--- src/rtl/irqid_pkg.sv ---
package irqid_pkg;
  localparam int unsigned LEC_W = 3;

  // bus error codes are 1..6; 0 means none and 7 is a software marker
  function automatic logic is_bus_err(input logic [LEC_W-1:0] code);
    return (code != '0) && (code != {LEC_W{1'b1}});
  endfunction
endpackage

--- src/rtl/pend_bank.sv ---
module pend_bank #(
  parameter int unsigned NUM_OBJ = 32,
  localparam int unsigned IW = $clog2(NUM_OBJ)
) (
  input  logic               clk,
  input  logic               rst_n,
  input  logic               rx_done,
  input  logic [IW-1:0]      rx_obj,
  input  logic               tx_done,
  input  logic [IW-1:0]      tx_obj,
  input  logic [NUM_OBJ-1:0] rx_irq_en,
  input  logic [NUM_OBJ-1:0] tx_irq_en,
  input  logic               clr_stb,
  input  logic [IW-1:0]      clr_obj,
  output logic [NUM_OBJ-1:0] pend
);
  logic [NUM_OBJ-1:0] pend_nxt;

  always_comb begin
    pend_nxt = pend;
    for (int i = 0; i < NUM_OBJ; i++) begin
      if (clr_stb && (clr_obj == IW'(i))) pend_nxt[i] = 1'b0;
      if ((rx_done && (rx_obj == IW'(i)) && rx_irq_en[i]) ||
          (tx_done && (tx_obj == IW'(i)) && tx_irq_en[i]))
        pend_nxt[i] = 1'b1;
    end
  end

  always_ff @(posedge clk or negedge rst_n) begin
    if (!rst_n) pend <= '0;
    else        pend <= pend_nxt;
  end

  // a reception on a disabled object leaves its flag clear
  a_r4_rx_gated: assert property (@(posedge clk) disable iff (!rst_n)
    (rx_done && !rx_irq_en[rx_obj] && !tx_done && !pend[rx_obj])
      |=> !pend[$past(rx_obj)]);

  // a clear with no competing set drops the flag
  a_r6_clear: assert property (@(posedge clk) disable iff (!rst_n)
    (clr_stb && !rx_done && !tx_done) |=> !pend[$past(clr_obj)]);
endmodule

--- src/rtl/stat_src.sv ---
module stat_src
  import irqid_pkg::*;
(
  input  logic             clk,
  input  logic             rst_n,
  input  logic             stat_chg_en,
  input  logic             err_chg_en,
  input  logic             xfer_ok,
  input  logic             lec_upd,
  input  logic [LEC_W-1:0] lec_code,
  input  logic             bus_off,
  input  logic             err_warn,
  input  logic             stat_rd,
  output logic             stat_pend
);
  logic boff_q, warn_q;
  logic chg_evt, err_evt, stat_set, stat_nxt;

  always_comb begin
    chg_evt  = stat_chg_en && (xfer_ok || (lec_upd && is_bus_err(lec_code)));
    err_evt  = err_chg_en && ((bus_off != boff_q) || (err_warn != warn_q));
    stat_set = chg_evt || err_evt;
    stat_nxt = stat_set || (stat_pend && !stat_rd);
  end

  always_ff @(posedge clk or negedge rst_n) begin
    if (!rst_n) begin
      stat_pend <= 1'b0;
      boff_q    <= 1'b0;
      warn_q    <= 1'b0;
    end else begin
      stat_pend <= stat_nxt;
      boff_q    <= bus_off;
      warn_q    <= err_warn;
    end
  end

  // an edge of the bus-off level with the error enable latches status
  a_r8_boff_edge: assert property (@(posedge clk) disable iff (!rst_n)
    (err_chg_en && (bus_off != $past(bus_off))) |=> stat_pend);

  // a read with no new event clears status
  a_r9_read_clears: assert property (@(posedge clk) disable iff (!rst_n)
    (stat_rd && !xfer_ok && !lec_upd && !err_chg_en) |=> !stat_pend);

  // with both enables off the latch can only hold or fall
  a_r7_no_spurious: assert property (@(posedge clk) disable iff (!rst_n)
    (!stat_chg_en && !err_chg_en && !stat_pend) |=> !stat_pend);
endmodule

--- src/rtl/id_encode.sv ---
module id_encode #(
  parameter int unsigned NUM_OBJ   = 32,
  parameter int unsigned ID_W      = 16,
  parameter logic [ID_W-1:0] STAT_ID = 16'h8000
) (
  input  logic               clk,
  input  logic               rst_n,
  input  logic [NUM_OBJ-1:0] pend,
  input  logic               stat_pend,
  output logic [ID_W-1:0]    int_id
);
  logic [ID_W-1:0] id_nxt;

  always_comb begin
    id_nxt = '0;
    for (int i = NUM_OBJ - 1; i >= 0; i--) begin
      if (pend[i]) id_nxt = ID_W'(i + 1);
    end
    if (stat_pend) id_nxt = STAT_ID;
  end

  always_ff @(posedge clk or negedge rst_n) begin
    if (!rst_n) int_id <= '0;
    else        int_id <= id_nxt;
  end

  // a pending status flag is reported on the next cycle
  a_r3_stat_first: assert property (@(posedge clk) disable iff (!rst_n)
    $past(stat_pend) |-> (int_id == STAT_ID));

  // object-only pending yields a code in the object range
  a_r2_obj_range: assert property (@(posedge clk) disable iff (!rst_n)
    ($past(pend != '0) && !$past(stat_pend))
      |-> ((int_id != '0) && (int_id <= ID_W'(NUM_OBJ))));

  // nothing pending reads as zero
  a_r1_idle_zero: assert property (@(posedge clk) disable iff (!rst_n)
    ($past(pend == '0) && !$past(stat_pend)) |-> (int_id == '0));
endmodule

--- src/rtl/msg_irq_ident.sv ---
module msg_irq_ident
  import irqid_pkg::*;
#(
  parameter int unsigned NUM_OBJ = 32,
  parameter int unsigned ID_W    = 16,
  localparam int unsigned IW     = $clog2(NUM_OBJ)
) (
  input  logic               clk,
  input  logic               rst_n,
  input  logic               irq_en,
  input  logic               stat_chg_en,
  input  logic               err_chg_en,
  input  logic               rx_done,
  input  logic [IW-1:0]      rx_obj,
  input  logic               tx_done,
  input  logic [IW-1:0]      tx_obj,
  input  logic [NUM_OBJ-1:0] rx_irq_en,
  input  logic [NUM_OBJ-1:0] tx_irq_en,
  input  logic               clr_stb,
  input  logic [IW-1:0]      clr_obj,
  input  logic               xfer_ok,
  input  logic               lec_upd,
  input  logic [LEC_W-1:0]   lec_code,
  input  logic               bus_off,
  input  logic               err_warn,
  input  logic               stat_rd,
  output logic [ID_W-1:0]    int_id,
  output logic               irq_n,
  output logic [NUM_OBJ-1:0] obj_pend
);
  logic [1:0] rst_sync;
  logic       rst_i_n;
  logic       stat_pend;

  // asserted at once, released two edges after rst_n rises
  always_ff @(posedge clk or negedge rst_n) begin
    if (!rst_n) rst_sync <= 2'b00;
    else        rst_sync <= {rst_sync[0], 1'b1};
  end
  assign rst_i_n = rst_sync[1];

  pend_bank #(.NUM_OBJ(NUM_OBJ)) u_pend (
    .clk(clk), .rst_n(rst_i_n),
    .rx_done(rx_done), .rx_obj(rx_obj),
    .tx_done(tx_done), .tx_obj(tx_obj),
    .rx_irq_en(rx_irq_en), .tx_irq_en(tx_irq_en),
    .clr_stb(clr_stb), .clr_obj(clr_obj),
    .pend(obj_pend)
  );

  stat_src u_stat (
    .clk(clk), .rst_n(rst_i_n),
    .stat_chg_en(stat_chg_en), .err_chg_en(err_chg_en),
    .xfer_ok(xfer_ok), .lec_upd(lec_upd), .lec_code(lec_code),
    .bus_off(bus_off), .err_warn(err_warn), .stat_rd(stat_rd),
    .stat_pend(stat_pend)
  );

  id_encode #(.NUM_OBJ(NUM_OBJ), .ID_W(ID_W), .STAT_ID(ID_W'(1) << (ID_W - 1))) u_enc (
    .clk(clk), .rst_n(rst_i_n),
    .pend(obj_pend), .stat_pend(stat_pend),
    .int_id(int_id)
  );

  always_comb irq_n = !(irq_en && (int_id != '0));

  // any source pending in the previous cycle pulls the line low
  a_r11_line_low: assert property (@(posedge clk) disable iff (!rst_i_n)
    (irq_en && ($past(obj_pend != '0) || $past(stat_pend))) |-> !irq_n);
endmodule

--- config.mk ---
export PLATFORM = sky130hd
export DESIGN_NAME = msg_irq_ident
export DESIGN_NICKNAME = d
export VERILOG_FILES = /design/src/rtl/irqid_pkg.sv /design/src/rtl/pend_bank.sv /design/src/rtl/stat_src.sv /design/src/rtl/id_encode.sv /design/src/rtl/msg_irq_ident.sv
export SDC_FILE = /design/constraint.sdc
export NUM_CORES = 1
export LEC_CHECK = 0
export ABC_AREA = 1
export ABC_CLOCK_PERIOD_IN_PS = 2100
export BUFFER_PORTS_ARGS = -buffer_cell sky130_fd_sc_hd__buf_2
export CELL_PAD_IN_SITES_DETAIL_PLACEMENT = 0
export CELL_PAD_IN_SITES_GLOBAL_PLACEMENT = 2
export CORE_UTILIZATION = 25
export DETAILED_ROUTE_END_ITERATION = 8
export MAX_ROUTING_LAYER = met4
export PLACE_DENSITY_LB_ADDON = 0.1
export SLEW_MARGIN = 20
export SYNTH_ARGS = -nofsm -noshare
export SYNTH_HDL_FRONTEND = slang
export SYNTH_SLANG_ARGS = --single-unit
--- constraint.sdc ---
create_clock -name clk -period 2.1 [get_ports clk]
set_input_delay 0.21 -clock clk [delete_from_list [all_inputs] [get_ports clk]]
set_output_delay 0.21 -clock clk [all_outputs]
set_load 0.02 [all_outputs]
== Word level (Yosys, flattened, before mapping) ==
Index checks and enable logic that the tools add are counted.
Operators by class
  add/subtract/negate cells: 0
  multiply operators: 0
  div/mod/pow operators: 0
  order comparisons: 0
  equal/unequal tests: 96
  shifts and indexed selects: 0
  multiplexer cells: 97
  bitwise logic cells: 0
  reductions and logical operators: 241
Operators by type and width (count)
  16-bit two-way mux: 32
  5-bit == test (second input constant): 48
  1-bit logical AND: 166
  5-bit by 4-bit == test with 1-bit output (second input constant): 24
  1-bit two-way mux: 64
  2-bit nonzero test: 32
  5-bit by 3-bit == test with 1-bit output (second input constant): 12
  1-bit logical OR: 36
  5-bit by 2-bit == test with 1-bit output (second input constant): 6
  16-bit nonzero test: 1
  5-bit by 1-bit == test with 1-bit output (second input constant): 3
  5-bit zero test: 3
  6-bit two-way mux: 1
  3-bit != test (second input constant): 1
  3-bit nonzero test: 1
  1-bit zero test: 2
  1-bit != test: 2
Word-level totals
  bits in registers: 53
  bits in latches: 0
  memory bits (writable): 0
  ROM bits: 0
  bits of input ports: 95
  output and inout bits: 49
  word-level logic and storage cells: 471
  memories kept: 0

== Logic depth before layout (Yosys ltp) ==
Gate-level depths: netlist of the first run.
  depth after elaboration: 33
  mapped depth: 31
  gate-level depth less buffers: 31

== By module ==
Synthesis of the first run repeated with hierarchy kept, for this count alone.
Second synthesis, totals
  cells, all modules: 540
  area, all modules: 3234.4 µm²
By module, submodules not included
  pend_bank: instances 1, cells an instance 368, area an instance 2228.4 µm², seq. area each 800.8 µm²
  id_encode: instances 1, cells an instance 127, area an instance 723.2 µm², seq. area each 175.2 µm²
  stat_src: instances 1, cells an instance 26, area an instance 168.9 µm², seq. area each 75.1 µm²
  msg_irq_ident: instances 1, cells an instance 19, area an instance 113.9 µm², seq. area each 50.0 µm²

== Least setup slack after synthesis of the first run ==
Ideal clock, no wire load.
  kind: register to register
  start: register u_pend.pend[29]
  end: register u_enc.int_id[0]
  setup time: 0.073 ns
  arrival time: 1.848 ns
  required time: 2.027 ns
  slack: 0.179 ns
  stages on the path, launching flop included: 32
  buffers on the path: 0
  clock period less this slack: 1.921 ns
  path through: dfrtp_1 > inv_1 > nand2_1 > nand2_1 > nand2_1 > nand2_1 > nand2_1 > nand2_1 > nand2_1 > nand2_1 > nand2_1 > nand2_1 > nand2_1 > nand2_1 > nand2_1 > nand2_1 > nand2_1 > nand2_1 > nand2_1 > nand2_1 > nand2_1 > nand2_1 > nand2_1 > nand2_1 > nand2_1 > nand2_1 > nand2_1 > nand2_1 > nand2_1 > nand2_1 > nand2_1 > a21oi_2
Between the ends
  longest elaborated chain between the ends: 31
RTL lines
  start: declaration: RTL line pend_bank.sv:15  | output logic [NUM_OBJ-1:0] pend
  start signal: assignment: RTL line pend_bank.sv:31  | else pend <= pend_nxt;
  16-bit two-way mux (30 in series): RTL line id_encode.sv:17  | if (pend[i]) id_nxt = ID_W'(i + 1);
  16-bit two-way mux: RTL line id_encode.sv:19  | if (stat_pend) id_nxt = STAT_ID;
  via u_enc.id_nxt[0]: RTL line id_encode.sv:12  | logic [ID_W-1:0] id_nxt;
  end signal: assignment: RTL line id_encode.sv:24  | else int_id <= id_nxt;
  end: declaration: RTL line id_encode.sv:10  | output logic [ID_W-1:0] int_id
The timed path passes the listed nets, and every way through them passes these cells.
A chain may end at the register's enable or synchronous reset.

== Worst setup path after layout of the first run ==
Ends and elaborated chain as after synthesis.

==> results.txt, run 1 <==
Status - completed
Core area - 10,900 um2
Worst path buffer plus inverter count - 1
Root Driver - clkbuf_8
Number of synthesized flops with an enable pin - 0
Die Y-Extent - 108 um
Layout cells sized above 1 - 27.6%
Met1 usage - 32.8%
Relative slew slack - 51.7%
Clock period minus final worst setup slack - 1.99 ns
M3 GR Usage - 2.36%
Row count - 38
Fmax - 0.503 GHz
Fraction of registers with async set/reset - 100%
Largest net degree at the start of global routing - 43
Synth Flop Type - dfrtp_1
CTS max path bufs - 2
Cells after DPL - 681
Max stage delay cell, worst path - dfrtp_1
CP delay by family, top - simple AND/OR/NAND/NOR gates
# IOs - 144
Max Cap Viol - 0
Area grow syn2layout - 32.8%
IO Port Bufs - 134
N_diodes - 0
HP Class - input port to register
DR WL/cell - 17.7 um
Worst setup SP type - register
Fin cells - 690
Pleak - 0.00198 uW
Mapped Avg Cell Area - 6.85 um2
RSZ-0062 raised after global routing - true
WP data arrival - 2.24 ns
Worst path most repeated cell - nand2_1
DR vias - 3,205
Slew Limit Fails - 0
Flops & latches, synth - 44
DIE WIDTH - 108 um
Worst Skew - 0.00729 ns
Synthesized instance count - 409
Hold path endpoint - u_stat.boff_q$_DFF_PN0_
Crit Path Max Fanout - 4
Post-CTS setup buffers - 0
Post-route ant nets - 0
Post_cts resized - 0
Routed wire length - 12.2 mm
CP Depth - 31
Die area - 11,600 um2
Cell variety after synth - 28
Reg-to-reg critical path startpoint - u_pend.pend[29]$_DFFE_PN0P_
Worst Tran Pin Value - 0.724 ns
Drt pass-1 iters - 4
Max VDD drop - 0.258 mV
Number of buffers created by CTS - 5
Vias per std cell - 4.64
Tot GR Track Use - 22.7%
Worst hold start - bus_off
Routability cong. - 0.835
CP peak stage delay - 0.41 ns
Worst r2r path cells - 31
Seq/Total Area, Yosys - 39.3%
First-pass GRT wire length - 18.6 mm
CP required - 2.35 ns
WHS Path Cells - 1
RR Endpoint - u_enc.int_id[0]$_DFF_PN0_
Final hold violations - 0
Final Cycle Share - 94.7%
Most common cell after layout, fill and taps aside - buf_2
Clk slew on worst S/H paths - 0.09 ns
Initial antenna violation count - 0
Setup_tns - 0 ns
Gr busiest metal - met2
Initial core utilization - 25.7%
Final setup viols - 0
Nets@finish - 644
Clock sinks - 44
Initial DRC count - 185
Grt total ovfl - 0
CTS tree - built
Clock Latency Late Sink - 0.31 ns
Flop2flop setup slack - 0.11 ns
Endpoint class of the critical path - register
Depth of the CTS H-tree - 2
Global routing usage on met2 - 34.1%
Yosys warnings - 0
Most frequent cells in the layout - 134 x buf_2, 84 x nand3_1, 76 x nand2_1
Post-synthesis cell area - 2800 um2
Cell Pwr Density - 827 nW/um2
Critical path type - register to register
HPWL Detailed - 10.0 mm
Drt drc - 0
Vias in the first global route - 3,246
[state kept, by name, indices dropped and copies added, names as in the netlist]
name              flops
u_enc.int_id          7
u_stat.warn_q         1
u_pend.pend          32
u_stat.boff_q         1
u_stat.stat_pend      1
rst_sync              2
[Yosys cell counts, drive strengths merged (2+ instances only)]
| cell | count | area [um2] |
|---|---|---|
| nor2 | 57 | 214 |
| conb | 2 | 7.51 |
| nor4 | 2 | 12.5 |
| o21ai | 33 | 165 |
| nor3 | 2 | 10.0 |
| nand2 | 76 | 285 |
| a21oi | 2 | 13.8 |
| xor2 | 2 | 17.5 |
| buf | 9 | 67.6 |
| clkbuf | 6 | 22.5 |
| o31ai | 3 | 22.5 |
| inv | 61 | 229 |
| nand3 | 84 | 420 |
| o211ai | 3 | 22.5 |
| nand4 | 12 | 75.1 |
| dfrtp | 44 | 1100 |
| bufinv | 3 | 52.6 |
[per-stage QoR]
step,instance area (um2),utilization [%],hold slack (ns),worst slack [ns],power (uW)
final,3720,34.2,0.0223,0.112,3070
after global routing,3720,34.2,0.0181,-0.226,3310
after CTS,3720,34.2,0.0132,0.0903,3110
after detailed placement,3620,33.3,-0.000268,0.113,2540
after global placement,3620,33.3,-0.00239,0.141,2550
after floorplan,2830,-,-0.0856,0.179,1980
[worst max-delay path by stage]
stage | from | end
global route | u_pend.pend[29]$_DFFE_PN0P_ | u_enc.int_id[0]$_DFF_PN0_
finish | u_pend.pend[29]$_DFFE_PN0P_ | u_enc.int_id[0]$_DFF_PN0_
CTS | u_pend.pend[29]$_DFFE_PN0P_ | u_enc.int_id[0]$_DFF_PN0_
detailed placement | u_pend.pend[29]$_DFFE_PN0P_ | u_enc.int_id[0]$_DFF_PN0_
floorplan | u_pend.pend[29]$_DFFE_PN0P_ | u_enc.int_id[0]$_DFF_PN0_
global placement | u_pend.pend[29]$_DFFE_PN0P_ | u_enc.int_id[0]$_DFF_PN0_
[cells by family (layout without fill, tap and decap cells)]
| group | after synthesis | after routing | synth area share [%] |
|---|---|---|---|
| buffers and inverters | 79 | 212 | 13.3 |
| and+or+nand+nor | 235 | 235 | 36.8 |
| DFF | 44 | 44 | 39.3 |
| other | 2 | 10 | 0.268 |
| AOI/OAI and AO/OA | 47 | 47 | 9.70 |
| xor gates and xnor gates | 2 | 2 | 0.626 |
[worst reg2reg max path, delay by kind of cell (launching register included)]
family / cells / cell delay (ns)
buffers and inverters: 1 / 0.06
and+or+nand+nor: 29 / 1.34
AOI/OAI and AO/OA: 1 / 0.11
DFF: 1 / 0.41
[routing by layer]
| metal | part of all wire (%) | up-vias |
|---|---|---|
| li1 | - | 1603 |
| met5 | 0 | - |
| met1 | 49 | 1479 |
| met2 | 44 | 118 |
| met4 | 0.80 | 0 |
| met3 | 5.5 | 5 |
[timing repair]
action                                  CTS  global route
endpoints found under the setup margin    0             1
hold buffers                              1             0
hold endpoints to repair                  2             0
[power by group]
group	internal, uW	leakage [uW]	switching [uW]
clock network	238	0.0000424	322
registers	1020	0.000542	247
logic	466	0.00140	777
[cell type report]
| cell class | count | area, um2 |
|---|---|---|
| fillers | 1264 | 7170 |
| flip-flops and latches | 44 | 1100 |
| clock buffers | 7 | 76.3 |
| repair buffers | 140 | 718 |
| well taps | 140 | 175 |
| clock inverters | 1 | 8.76 |
| inverters | 64 | 282 |
| multi-input cells | 294 | 1360 |
No activity file was read; power rests on OpenSTA's default activity.
==> inputs of run 2 (changes only) <==
ABC_CLOCK_PERIOD_IN_PS = 2400   (was 2100)
clock period = 2.4 ns   (was 2.1 ns; I/O delays follow)
==> run 2 against run 1 <==
  * Via count rose by 0.12%
  * Fmax fell by 0.97%
  * Sequential share of layout area rose by 0.16 points
  * Sequential power fell by 12%
  * Final area fell by 0.54%
  * Register-to-register slack improved by 0.28 ns
  * Global-route usage fell by 0.17 points
  * Power fell by 13%
  * Clock skew rose by 0.00066 ns
  * Hold slack improved by 0.039 ns
  * First-iteration DRC count fell by 9.7%
  * Count of clock-buffer cells in the layout fell by 2
==> results.txt, run 2 (synthesis results as in run 1) <==
Most common cell after layout, fill and taps aside - buf_2
Max FFs per register - 32 (unchanged)
# IOs - 144 (unchanged)
DR vias - 3,209 (+0.12%)
DIE WIDTH - 108 um (unchanged)
Final Cycle Share - 83.6% (-11 points)
First-pass GRT wire length - 18.4 mm (-0.93%)
Switching share of power - 43.9% (+0.14 points)
Regs by FF count - u_pend.pend: 32 flops, u_enc.int_id: 7 flops, rst_sync: 2 flops
RSZ-0062 raised after global routing - false
Status - completed
Largest Register - u_pend.pend
Depth of the CTS H-tree - 2 (unchanged)
Tot GR Track Use - 22.5% (-0.17 points)
Initial antenna violation count - 0 (unchanged)
Number of buffers created by CTS - 5 (unchanged)
N_diodes - 0 (unchanged)
Slew Limit Fails - 0 (unchanged)
CP required - 2.63 ns (+0.28 ns)
Layout cells sized above 1 - 27.6% (-0.031 points)
Worst path most repeated cell - nand2_1
Clock power frac - 18.2% (about the same)
Crit Path Max Fanout - 4 (unchanged)
Worst Skew - 0.00795 ns (+0.000659 ns)
Max Cap Viol - 0 (unchanged)
Sequential power share - 42.0% (+0.6 points)
CP delay by family, top - simple AND/OR/NAND/NOR gates
Max VDD drop - 0.198 mV (-23%)
Final setup viols - 0 (unchanged)
Area grow syn2layout - 32.1%
HP Class - input port to register
Die area - 11,600 um2 (unchanged)
Routability cong. - 0.825 (-1.1%)
Fmax - 0.498 GHz (-0.97%)
Grt total ovfl - 0 (unchanged)
Routed wire length - 12.1 mm (-0.30%)
Setup_tns - 0 ns (unchanged)
Relative slew slack - 49.0% (-2.7 points)
CP peak stage delay - 0.42 ns (about the same)
Net Switching - 1170 uW (-13%)
Drt pass-1 iters - 4 (unchanged)
Die Y-Extent - 108 um (unchanged)
Row count - 38 (unchanged)
Clock period minus final worst setup slack - 2.01 ns (+0.0195 ns)
Initial DRC count - 167 (-9.7%)
HPWL Detailed - 9.85 mm (-1.4%)
CTS tree - built
Largest net degree at the start of global routing - 43 (unchanged)
Pint - 1500 uW (-13%)
Clock Latency Late Sink - 0.30 ns (about the same)
Finished layout cell area - 3700 um2 (-0.54%)
Clk slew on worst S/H paths - 0.09 ns (about the same)
Max stage delay cell, worst path - dfrtp_1
Cell Pwr Density - 721 nW/um2 (-13%)
Comb pwr share - 39.8% (-0.6 points)
Clock sinks - 44 (unchanged)
CTS max path bufs - 2 (unchanged)
Worst path buffer plus inverter count - 1 (unchanged)
Nets@finish - 641 (-0.47%)
Vias in the first global route - 3,238 (-0.25%)
Final hold violations - 0 (unchanged)
Post-Place Cell Area - 3600 um2 (-0.62%)
Endpoint class of the critical path - register
DR WL/cell - 17.7 um (+0.13%)
Initial core utilization - 25.7% (unchanged)
WP data arrival - 2.24 ns (about the same)
Most frequent cells in the layout - 134 x buf_2, 84 x nand3_1, 76 x nand2_1
Critical path type - register to register
Drt drc - 0 (unchanged)
Flop2flop setup slack - 0.39 ns (+0.28 ns)
Pleak - 0.00197 uW (-0.48%)
Root Driver - clkbuf_8
Core area - 10,900 um2 (unchanged)
Post-route ant nets - 0 (unchanged)
Worst setup SP type - register
IO Port Bufs - 134 (unchanged)
Vias per std cell - 4.67 (+0.56%)
Worst Tran Pin Value - 0.764 ns (+0.0399 ns)
## run 2: stage by stage
stage          hold WS, ns  setup slack [ns]  cells  total power (uW)  utilization [%]
2_1_floorplan      -0.0556             0.463    417              1730                -
3_3_place_gp        0.0269             0.443    678              2210             33.1
3_5_place_dp        0.0303             0.418    678              2210             33.1
4_1_cts             0.0538             0.383    687              2700             34.0
5_1_grt             0.0471            0.0110    687              2870             34.0
6_report            0.0611             0.393    687              2670             34.0
## run 2: cell type report
| class | count | area [um2] |
|---|---|---|
| fillers | 1224 | 7190 |
| multi-input cells | 294 | 1360 |
| flip-flops and latches | 44 | 1100 |
| repair buffers | 137 | 696 |
| inverters | 64 | 282 |
| well taps | 140 | 175 |
| clock buffers | 5 | 68.8 |
| clock inverters | 3 | 18.8 |
## run 2: layer usage
layer / wire length, um / track usage (%) / vias up
met2: 5530 / 34.9 / 105
li1: - / - / 1592
met4: 46 / 4.01 / 0
met5: 0 / - / -
met3: 441 / 2.66 / 2
met1: 6120 / 31.6 / 1510
## run 2: repair_timing
item | CTS | global route
endpoints found under the hold margin | 2 | 0
hold buffers | 1 | 0
resized for setup | 0 | 0
setup buffers | 0 | 0
## run 2: power by group through the flow
stage | Combinational, uW | Sequential, uW | Clock (uW)
floorplan | 489 | 1240 | 0
detailed placement | 1070 | 1140 | 0
finish | 1060 | 1120 | 485
global route | 1190 | 1150 | 532
CTS | 1070 | 1130 | 504
global placement | 1080 | 1140 | 0
## run 2: worst paths after layout
| path | end | cells after the start | from |
|---|---|---|---|
| min in group asynchronous | rst_sync[1]$_DFF_PN0_ | 2 | rst_n |
| setup / recovery | u_enc.int_id[0]$_DFF_PN0_ | 31 | u_pend.pend[29]$_DFFE_PN0P_ |
| hold / removal | u_stat.warn_q$_DFF_PN0_ | 1 | err_warn |
| hold reg to reg | u_stat.warn_q$_DFF_PN0_ | 1 | rst_sync[1]$_DFF_PN0_ |
| max in group asynchronous | u_pend.pend[13]$_DFFE_PN0P_ | 1 | rst_sync[1]$_DFF_PN0_ |
| setup reg to reg | u_enc.int_id[0]$_DFF_PN0_ | 31 | u_pend.pend[29]$_DFFE_PN0P_ |
## run 2: worst reg2reg max path, delay by kind of cell, from the launching register on
kind | cells | cell delay [ns]
buf+inv | 1 | 0.06
simple gates | 29 | 1.37
compound gates | 1 | 0.11
flops | 1 | 0.42
==> inputs of run 3 (changes only) <==
ABC_CLOCK_PERIOD_IN_PS = 1600   (was 2400)
CORE_UTILIZATION = 21   (was 25)
clock period = 1.6 ns   (was 2.4 ns; I/O delays follow)
==> run 3 against run 2 <==
  * The flow now finishes with violations (setup timing)
  * Fmax fell by 0.32%
  * Global-route usage down 2.2 points
  * Clock power rose to 2.7 times the previous value
  * Flip-flop and latch count unchanged
  * Final area is 13% higher
  * Clock skew down 0.0033 ns
  * Largest power group is now combinational cells
==> results.txt, run 3 (synthesis results as in run 1) <==
Net Switching - 1960 uW (+68%)
Worst path buffer plus inverter count - 1 (unchanged)
Crit Path Max Fanout - 2 (-2)
Worst Skew - 0.00469 ns (-0.00326 ns)
Clock power frac - 25.8% (+7.6 points)
Critical path startpoint - u_pend.pend[29]$_DFFE_PN0P_
RSZ-0062 raised after global routing - true
WP data arrival - 2.23 ns (about the same)
Clk slew on worst S/H paths - 0.07 ns (-0.02 ns)
Row count - 41 (+7.9%)
Post-Place Cell Area - 3900 um2 (+8.4%)
Max stage delay cell, worst path - dfrtp_2
Max VDD drop - 0.378 mV (+91%)
Fillers - 1,472 (+20%)
Comb pwr share - 42.1% (+2.3 points)
# IOs - 144 (unchanged)
Layout cells sized above 1 - 34.3% (+6.7 points)
Largest Register - u_pend.pend
Number of buffers created by CTS - 5 (unchanged)
Initial DRC count - 160 (-4.2%)
Failing checks - setup timing
Pleak - 0.00221 uW (+12%)
Switching share of power - 39.3% (-4.6 points)
DIE WIDTH - 117 um (+8.9%)
Grt total ovfl - 0 (unchanged)
Worst path most repeated cell - nand2_1
Slew Limit Fails - 0 (unchanged)
IO Port Bufs - 134 (unchanged)
Endpoint class of the critical path - register
Max FFs per register - 32 (unchanged)
Cells after DPL - 740 (+9.1%)
Critical Path End - u_enc.int_id[0]$_DFF_PN0_
Pre-CTS WS - -0.390 ns (-0.808 ns)
N_diodes - 0 (unchanged)
Max Cap Viol - 0 (unchanged)
DR WL/cell - 17.7 um (+0.32%)
Core area - 12,800 um2 (+18%)
Sequential power share - 32.1% (-9.9 points)
Worst Tran Pin Value - 0.623 ns (-0.141 ns)
Relative slew slack - 58.4% (+9.4 points)
Post-route ant nets - 0 (unchanged)
CP required - 1.82 ns (-0.81 ns)
Fin cells - 752 (+9.5%)
Clock sinks - 44 (unchanged)
Clock period minus final worst setup slack - 2.01 ns (+0.00650 ns)
Final hold violations - 0 (unchanged)
Die area - 13,800 um2 (+19%)
CTS max path bufs - 2 (unchanged)
Routability cong. - 0.868 (+5.2%)
Cell Pwr Density - 1190 nW/um2 (+65%)
Nets@finish - 674 (+5.1%)
CP peak stage delay - 0.40 ns (-0.02 ns)
Worst r2r path cells - 31 (unchanged)
Flop2flop setup slack - -0.41 ns (-0.81 ns)
CP Depth - 31 (unchanged)
Initial core utilization - 21.8% (-3.9 points)
Routed wire length - 13.3 mm (+9.8%)
Most common cell after layout, fill and taps aside - buf_2
HPWL Detailed - 10.9 mm (+11%)
Vias per std cell - 4.46 (-4.5%)
Power Total - 5000 uW (+87%)
Root Driver - clkbuf_16
CP delay by family, top - simple AND/OR/NAND/NOR gates
Largest net degree at the start of global routing - 43 (unchanged)
Multi-input gate area - 1440 um2 (+6.2%)
CTS tree - built
Reg-to-reg critical path startpoint - u_pend.pend[29]$_DFFE_PN0P_
Final setup viols - 3 (+3)
Fmax - 0.497 GHz (-0.32%)
Critical path type - register to register
DR vias - 3,356 (+4.6%)
Worst setup SP type - register
Drt pass-1 iters - 4 (unchanged)
Area grow syn2layout - 49.7%
Initial antenna violation count - 0 (unchanged)
RR Endpoint - u_enc.int_id[0]$_DFF_PN0_
Die Y-Extent - 117 um (+8.9%)
Regs by FF count - u_pend.pend: 32 flops, u_enc.int_id: 7 flops, rst_sync: 2 flops
Drt drc - 0 (unchanged)
Depth of the CTS H-tree - 2 (unchanged)
Most frequent cells in the layout - 133 x buf_2, 84 x nand3_1, 75 x nand2_1
Worst setup margin - -0.414 ns (-0.806 ns)
Tot GR Track Use - 20.3% (-2.2 points)
HP Class - input port to register
First-pass GRT wire length - 20.3 mm (+10%)
Finished layout cell area - 4190 um2 (+13%)
Pint - 3030 uW (+100%)
Final Cycle Share - 126% (+42 points)
Clock Latency Late Sink - 0.29 ns (about the same)
Vias in the first global route - 3,429 (+5.9%)
Status - finished, violations left
Seq. cell area - 1110 um2 (+0.45%)
## run 3: changes by cell type in the layout (fill, tap and decap cells not counted), sizes merged
cell / delta
buf: +33
bufinv: +1
clkbuf: +2
clkinv: -3
## run 3: how the worst min path moves through the flow
stage / depth (start not counted) / endpoint / start
6_report: 1 / u_stat.warn_q$_DFF_PN0_ / err_warn
5_1_grt: 1 / u_stat.boff_q$_DFF_PN0_ / bus_off
4_1_cts: 1 / u_stat.boff_q$_DFF_PN0_ / bus_off
3_5_place_dp: 1 / rst_sync[0]$_DFF_PN0_ / rst_n
3_3_place_gp: 1 / rst_sync[0]$_DFF_PN0_ / rst_n
2_1_floorplan: 0 / rst_sync[0]$_DFF_PN0_ / rst_n
## run 3: final cells by class
type | instances | area share, %
clock buffer | 7 | 3.64
clock inverter | 1 | 0.716
inverter | 64 | 6.71
multi-input combinational | 294 | 34.4
sequential | 44 | 26.4
tap | 172 | 5.13
timing repair buffer | 170 | 23.0
## run 3: stage by stage
step	hold WS (ns)	util, %	setup TNS, ns
2_1_floorplan	-0.136	-	-0.360
3_3_place_gp	-0.0540	30.4	-0.645
3_5_place_dp	-0.0530	30.4	-0.791
4_1_cts	0.00314	32.4	-0.941
5_1_grt	0.00439	32.7	-1.56
6_report	0.00544	32.7	-0.897
## run 3: power groups by stage
stage	logic [uW]	registers [uW]	clock network, uW
final	2110	1600	1290
after CTS	2060	1600	1310
after global placement	1990	1620	0
after global routing	2320	1630	1350
after floorplan	743	1870	0
after detailed placement	1980	1620	0
## run 3: repair_timing
| item | 4_1_cts | 5_1_grt |
|---|---|---|
| endpoints found under the setup margin | 6 | 5 |
| hold buffers | 1 | 0 |
| gates resized for setup | 10 | 8 |
| buffers inserted | 2 | 1 |
| pin swaps | 7 | 5 |
| endpoints found under the hold margin | 2 | 0 |
## run 3: routing by layer
| metal | global-route usage (%) | routed length (um) | up-vias |
|---|---|---|---|
| li1 | - | - | 1659 |
| met1 | 27.3 | 6230 | 1572 |
| met2 | 32.8 | 6190 | 115 |
| met3 | 2.42 | 754 | 10 |
| met4 | 4.17 | 163 | 0 |
| met5 | - | 0 | - |
